File: src/rtl/cc_timer_pkg.sv
// Package: register addresses and shared encodings of the compare/capture timer.
// Assumes a 4-bit byte-wide register address space.
package cc_timer_pkg;
    localparam int ADDR_W = 4;

    localparam logic [ADDR_W-1:0] A_RUN   = 4'h0;
    localparam logic [ADDR_W-1:0] A_PSC   = 4'h1;
    localparam logic [ADDR_W-1:0] A_MODE  = 4'h2;
    localparam logic [ADDR_W-1:0] A_IEN   = 4'h3;
    localparam logic [ADDR_W-1:0] A_FLAG  = 4'h4;
    localparam logic [ADDR_W-1:0] A_CNTH  = 4'h5;
    localparam logic [ADDR_W-1:0] A_CNTL  = 4'h6;
    localparam logic [ADDR_W-1:0] A_CHH   = 4'h7;
    localparam logic [ADDR_W-1:0] A_CHL   = 4'h8;

    typedef enum logic [1:0] {
        EDGE_NONE = 2'b00,
        EDGE_RISE = 2'b01,
        EDGE_FALL = 2'b10,
        EDGE_BOTH = 2'b11
    } edge_sel_t;
endpackage

File: src/rtl/cc_prescaler.sv
// Module: power-of-two tick generator for the timer counter.
// Emits one tick every 2^ps_sel clocks while run is high; the divider
// restarts from zero whenever run is low, so the first tick lands
// 2^ps_sel clocks after run rises.
module cc_prescaler #(
    parameter int PS_W = 3
) (
    input  logic            clk,
    input  logic            rst_n,
    input  logic            run,
    input  logic [PS_W-1:0] ps_sel,
    output logic            tick
);
    localparam int DIV_W = (1 << PS_W) - 1;

    logic [DIV_W-1:0] div_q;
    logic [DIV_W-1:0] mask;

    // Low ps_sel bits of the divider must all be ones for a tick.
    always_comb begin
        mask = ~({DIV_W{1'b1}} << ps_sel);
        tick = run && ((div_q & mask) == mask);
    end

    // Free-running divider, held at zero while stopped.
    always_ff @(posedge clk) begin
        if (!rst_n || !run) begin
            div_q <= '0;
        end else begin
            div_q <= div_q + 1'b1;
        end
    end
endmodule

File: src/rtl/cc_edge_sync.sv
// Module: two-flop synchroniser plus edge filter for the capture pin.
// Assumes the pin is low while reset is held; an event is flagged one
// cycle after the synchronised level changes, per the edge selection.
module cc_edge_sync
    import cc_timer_pkg::*;
(
    input  logic      clk,
    input  logic      rst_n,
    input  logic      pin_i,
    input  edge_sel_t sel,
    output logic      evt
);
    logic s1_q, s2_q, s3_q;

    // Synchronise the pin and keep one older sample for edge detection.
    always_ff @(posedge clk) begin
        if (!rst_n) begin
            s1_q <= 1'b0;
            s2_q <= 1'b0;
            s3_q <= 1'b0;
        end else begin
            s1_q <= pin_i;
            s2_q <= s1_q;
            s3_q <= s2_q;
        end
    end

    // Qualify rising and falling transitions with the selection bits.
    always_comb begin
        evt = (sel[0] && s2_q && !s3_q) || (sel[1] && !s2_q && s3_q);
    end
endmodule

File: src/rtl/cc_timer.sv
// Module: 16-bit timer with one channel shared by compare and capture.
// Holds the register file, counter, channel and sticky flag; relies on
// cc_prescaler for the count rate and cc_edge_sync for pin events.
// Assumes CNT_W is twice DATA_W so each value splits into two bytes.
module cc_timer
    import cc_timer_pkg::*;
#(
    parameter int CNT_W  = 16,
    parameter int DATA_W = 8,
    parameter int PS_W   = 3
) (
    input  logic              clk,
    input  logic              rst_n,
    input  logic              we,
    input  logic [ADDR_W-1:0] addr,
    input  logic [DATA_W-1:0] wdata,
    output logic [DATA_W-1:0] rdata,
    input  logic              cap_pin,
    output logic              irq
);
    localparam int HI_LSB = CNT_W - DATA_W;

    logic             run_q;
    logic [PS_W-1:0]  ps_q;
    logic             cmp_mode_q;
    edge_sel_t        edge_sel_q;
    logic             ien_q;
    logic             flag_q;
    logic [CNT_W-1:0] cnt_q;
    logic [CNT_W-1:0] ch_q;

    logic             tick;
    logic             pin_evt;
    logic             advance;
    logic             cmp_hit;
    logic             cap_hit;
    logic             flag_clr;
    logic [CNT_W-1:0] cnt_next;

    cc_prescaler #(.PS_W(PS_W)) u_psc (
        .clk    (clk),
        .rst_n  (rst_n),
        .run    (run_q),
        .ps_sel (ps_q),
        .tick   (tick)
    );

    cc_edge_sync u_edge (
        .clk   (clk),
        .rst_n (rst_n),
        .pin_i (cap_pin),
        .sel   (edge_sel_q),
        .evt   (pin_evt)
    );

    // Decode counter steps and the two flag-setting events.
    always_comb begin
        advance  = run_q && tick;
        cnt_next = cnt_q + 1'b1;
        cmp_hit  = cmp_mode_q && advance && (cnt_next == ch_q);
        cap_hit  = !cmp_mode_q && pin_evt;
        flag_clr = we && (addr == A_FLAG) && wdata[0];
    end

    // Control registers written by software.
    always_ff @(posedge clk) begin
        if (!rst_n) begin
            run_q      <= 1'b0;
            ps_q       <= '0;
            cmp_mode_q <= 1'b0;
            edge_sel_q <= EDGE_NONE;
            ien_q      <= 1'b0;
        end else if (we) begin
            case (addr)
                A_RUN:  run_q <= wdata[DATA_W-1];
                A_PSC:  ps_q  <= wdata[PS_W-1:0];
                A_MODE: begin
                    cmp_mode_q <= wdata[0];
                    edge_sel_q <= edge_sel_t'(wdata[2:1]);
                end
                A_IEN:  ien_q <= wdata[0];
                default: ;
            endcase
        end
    end

    // Free-running counter, wrapping naturally at its width.
    always_ff @(posedge clk) begin
        if (!rst_n) begin
            cnt_q <= '0;
        end else if (advance) begin
            cnt_q <= cnt_next;
        end
    end

    // Channel register: capture has priority over software byte writes.
    always_ff @(posedge clk) begin
        if (!rst_n) begin
            ch_q <= '0;
        end else if (cap_hit) begin
            ch_q <= cnt_q;
        end else if (we && addr == A_CHH) begin
            ch_q[CNT_W-1:HI_LSB] <= wdata;
        end else if (we && addr == A_CHL) begin
            ch_q[DATA_W-1:0] <= wdata;
        end
    end

    // Sticky flag: events set it, a written one clears it, set wins.
    always_ff @(posedge clk) begin
        if (!rst_n) begin
            flag_q <= 1'b0;
        end else if (cmp_hit || cap_hit) begin
            flag_q <= 1'b1;
        end else if (flag_clr) begin
            flag_q <= 1'b0;
        end
    end

    // Interrupt request follows the enabled flag.
    always_comb begin
        irq = flag_q && ien_q;
    end

    // Combinational read mux; unmapped addresses read zero.
    always_comb begin
        rdata = '0;
        case (addr)
            A_RUN:  rdata[DATA_W-1] = run_q;
            A_PSC:  rdata[PS_W-1:0] = ps_q;
            A_MODE: rdata[2:0] = {edge_sel_q, cmp_mode_q};
            A_IEN:  rdata[0] = ien_q;
            A_FLAG: rdata[0] = flag_q;
            A_CNTH: rdata = cnt_q[CNT_W-1:HI_LSB];
            A_CNTL: rdata = cnt_q[DATA_W-1:0];
            A_CHH:  rdata = ch_q[CNT_W-1:HI_LSB];
            A_CHL:  rdata = ch_q[DATA_W-1:0];
            default: rdata = '0;
        endcase
    end

    // a stopped counter keeps its value.
    a_r1_hold_when_stopped: assert property (@(posedge clk) disable iff (!rst_n)
        !run_q |=> $stable(cnt_q));

    // each advance steps the count by exactly one, wrapping.
    a_r2_single_step: assert property (@(posedge clk) disable iff (!rst_n)
        (run_q && tick) |=> (cnt_q == CNT_W'($past(cnt_q) + 1'b1)));

    // a compare hit leaves count equal to channel with the flag set.
    a_r5_match_sets_flag: assert property (@(posedge clk) disable iff (!rst_n)
        cmp_hit |=> (flag_q && cnt_q == ch_q));

    // the flag survives every cycle without a written one.
    a_r6_flag_sticky: assert property (@(posedge clk) disable iff (!rst_n)
        (flag_q && !flag_clr) |=> flag_q);

    // a capture loads the prior count and raises the flag.
    a_r7_capture_load: assert property (@(posedge clk) disable iff (!rst_n)
        cap_hit |=> (flag_q && ch_q == $past(cnt_q)));
endmodule

File: config.mk
export PLATFORM = sky130hd
export DESIGN_NAME = cc_timer
export DESIGN_NICKNAME = d
export VERILOG_FILES = /design/src/rtl/cc_timer_pkg.sv /design/src/rtl/cc_prescaler.sv /design/src/rtl/cc_edge_sync.sv /design/src/rtl/cc_timer.sv
export SDC_FILE = /design/constraint.sdc
export NUM_CORES = 1
export LEC_CHECK = 0
export ABC_AREA = 1
export BUFFER_PORTS_ARGS = -buffer_cell sky130_fd_sc_hd__buf_4
export CAP_MARGIN = 30
export CORE_MARGIN = 5
export CORE_UTILIZATION = 55
export DETAILED_ROUTE_END_ITERATION = 8
export PLACE_DENSITY = 0.7
export RECOVER_POWER = 25
export SLEW_MARGIN = 20
export SYNTH_ARGS = -nofsm -noshare
export SYNTH_HDL_FRONTEND = slang
export SYNTH_SLANG_ARGS = --single-unit
File: constraint.sdc
create_clock -name clk -period 5.05 [get_ports clk]
set_input_delay 1.2625 -clock clk [delete_from_list [all_inputs] [get_ports clk]]
set_output_delay 1.2625 -clock clk [all_outputs]
set_load 0.005 [all_outputs]
==> summary.md <==
| Metric | Value |
|---|---|
| Status | `finished, violations left` |
| Failing checks | `max-capacitance violations, max-slew violations` |
| Slew @ Worst Pin | `1.614 ns` |
| Vias | `3341` |
| Global Route Usage Sum | `0.2434` |
| Fin. max-slew vios | `42` |
| Critical Path Sink Type | `primary output` |
| Fill count | `537` |
| Clk Latency, worst-skew pair | `0.31 ns` |
| Core area | `5507 sq um` |
| CP startpoint kind | `primary input` |
| CP max FO | `8` |
| Seq/Total Area, Yosys | `0.3280` |
| R2R cell count | `8` |
| Post-synth EDFFs | `0` |
| Worst slew margin | `-0.07574` |
| Combinational fraction of design power | `0.101` |
| PwrDens | `230.0 nW/um^2` |
| CTS max path bufs | `2` |
| CP required | `3.79 ns` |
| Worst IR drop on VDD | `0.1459 mV` |
| Post-detail-place hpwl | `6222 um` |
| Fin Hold WS | `0.4240 ns` |
| Final Hold Fails | `0` |
| Via density | `5.750` |
| DR iter-0 viols | `270` |
| P&R area growth vs syn | `10.33%` |
| Initial antenna violation count | `0` |
| IO buf count | `24` |
| DRC errors left | `0` |
| Die Footprint | `7264 sq um` |
| Initial Utilization | `0.5653` |
| Number of global-route vias before repair | `3031` |
| Slowest cell delay on critical path | `0.29 ns` |
| First-pass GRT wire length | `14280 um` |
| Die width | `85.23 um` |
| Distinct cells, synth | `36` |
| Minimum clock period | `3.879 ns` |
| Leakage | `1.480 nW` |
| WL final | `8613 um` |
| CTS Buf Count | `5` |
| Most frequent cells in the layout | `nand2_1, inv_1, dfxtp_1` |
| Crit path cell chain | `buf_4 > inv_1 > nand2_1 > inv_1 > nand2_1 > o22ai_1 > a221oi_1 > o211ai_1 > buf_4` |
| Worst Path Class, Setup | `in2out` |
| Fmax | `0.2578 GHz` |
| ANT cells | `0` |
| Post-Syn Instances | `489` |
| Sw Pwr | `0.2063 mW` |
| Mapped Avg Cell Area | `6.366 sq um` |
| CTS clk-pin slew, worst paths | `0.09 ns` |
| Synthesized area | `3113 sq um` |
| GPL Wtd Cong | `0.9416` |
| Asr flop ratio synth | `0` |
| Flops & latches, synth | `51` |
| MaxCap Viol Count | `1` |
| CTS root buffer | `clkbuf_8` |
| Yosys warns | `0` |
| Die Y-Extent | `85.23 um` |
| I/O pin cnt | `25` |
| Clk pwr share | `0.367` |
| RSZ-0062 raised after global routing | `false` |
| Hold Crit Class | `reg2reg` |
| Setup Fix Bufs, Post-CTS | `0` |
| Gr ovfl total | `0` |
| Commonest non-fill, non-tap cell in the layout | `nand2_1` |
| Post-DR wirelength/cell | `14.82 um` |
| Sw Ratio | `0.2612` |
| Part of the power in registers | `0.531` |
| Fin util | `0.6237` |
| CTS tree | `built` |
| Total clock sinks | `51` |
| CTS Hold Buffers Added | `0` |
| Ys flop type | `dfxtp_1` |
| # rows | `27` |
| Pin count of the biggest net entering global routing | `42` |
| DR pass1 iterations | `5` |
| Hold depth | `2` |
| Post-Syn Nets | `507` |
| Number of H-tree levels | `2` |
| Critical path arrival | `2.62 ns` |
| P_int | `0.5836 mW` |
| Antenna Nets Post-Route | `0` |
| Layout cells sized above 1 | `0.09627` |
| Worst Clk Skew | `0.01188 ns` |
| Final setup fails | `0` |
| Crit-path slowest cell | `nand2_1` |
| Period utilization | `0.7682` |
| Resize count post-CTS | `0` |
| Post-route setup TNS | `0 ns` |
| Fin nets | `527` |
power groups by stage:
stage / clock, mW / combinational [mW] / sequential (mW)
after CTS: 0.293 / 0.0791 / 0.419
after global routing: 0.311 / 0.0895 / 0.421
final: 0.290 / 0.0801 / 0.420
after floorplan: 0 / 0.0514 / 0.426
after global placement: 0 / 0.0773 / 0.429
after detailed placement: 0 / 0.0787 / 0.429
final cells by class:
type | count | area (sq um) | area share
Tap cell | 72 | 90.09 | 0.02623
Inverter | 79 | 296.5 | 0.08634
Clock buffer | 5 | 68.82 | 0.02004
Clock inverter | 2 | 37.54 | 0.01093
Timing Repair Buffer | 25 | 183.9 | 0.05355
Multi-Input combinational cell | 347 | 1737 | 0.5056
Sequential cell | 51 | 1021 | 0.2973
cell usage after synthesis (5+ instances only):
cell      count  area (sq um)
nand2_1     106         397.9
nand4_1       9         56.30
dfxtp_1      51          1021
o21ai_0      49         245.2
o22ai_1      21         131.4
nor2_1       44         165.2
clkbuf_1      7         26.28
nand3_1      49         245.2
inv_1        77         289.0
a21oi_1      25         125.1
a31oi_1       9         56.30
nor2_4        5         56.30
routing by layer:
layer	part of all wire	global-route usage
met5	0	0
met2	0.45	0.3828
met1	0.45	0.3353
met4	0.023	0.08058
met3	0.072	0.04466
state kept, by name (all words and copies together) (netlist names), 2 cells and up:
signal and flops:
edge_sel_q 2, ch_q 16, ps_q 3, cnt_q 16, u_psc.div_q 7
cell families (layout without fill, tap and decap cells):
family                     Yosys count  in the layout  synth area share
adders and majority gates            2              2          0.008037
and+or+nand+nor                    225            225            0.3268
AOI/OAI and AO/OA                  120            120            0.2231
buffers and inverters               91            111            0.1142
DFF                                 51             51            0.3280
worst paths after layout:
check | start | to | slack [ns]
worst max-delay path | addr[3] | rdata[2] | 1.17
worst min-delay path | u_edge.s1_q$_SDFF_PN0_ | u_edge.s2_q$_SDFF_PN0_ | 0.42
worst max register to register | u_psc.div_q[2]$_SDFF_PP0_ | flag_q$_SDFFE_PN0P_ | 3.03
worst min register to register | u_edge.s1_q$_SDFF_PN0_ | u_edge.s2_q$_SDFF_PN0_ | 0.42
critical path: cells and delay by family:
family,cells,cell delay (ns)
simple gates,2,0.41
compound gates,3,0.55
buf+inv,4,0.40
stage by stage:
step,power (mW),instance area (sq um),instances,worst slack (ns)
detailed placement,0.5075,3332,574,1.195
CTS,0.7915,3438,581,1.195
finish,0.7900,3435,581,1.171
floorplan,0.4777,3113,489,1.668
global placement,0.5060,3332,574,1.251
global route,0.8214,3435,581,1.088
Note: power is estimated with default switching activity, not from simulation.
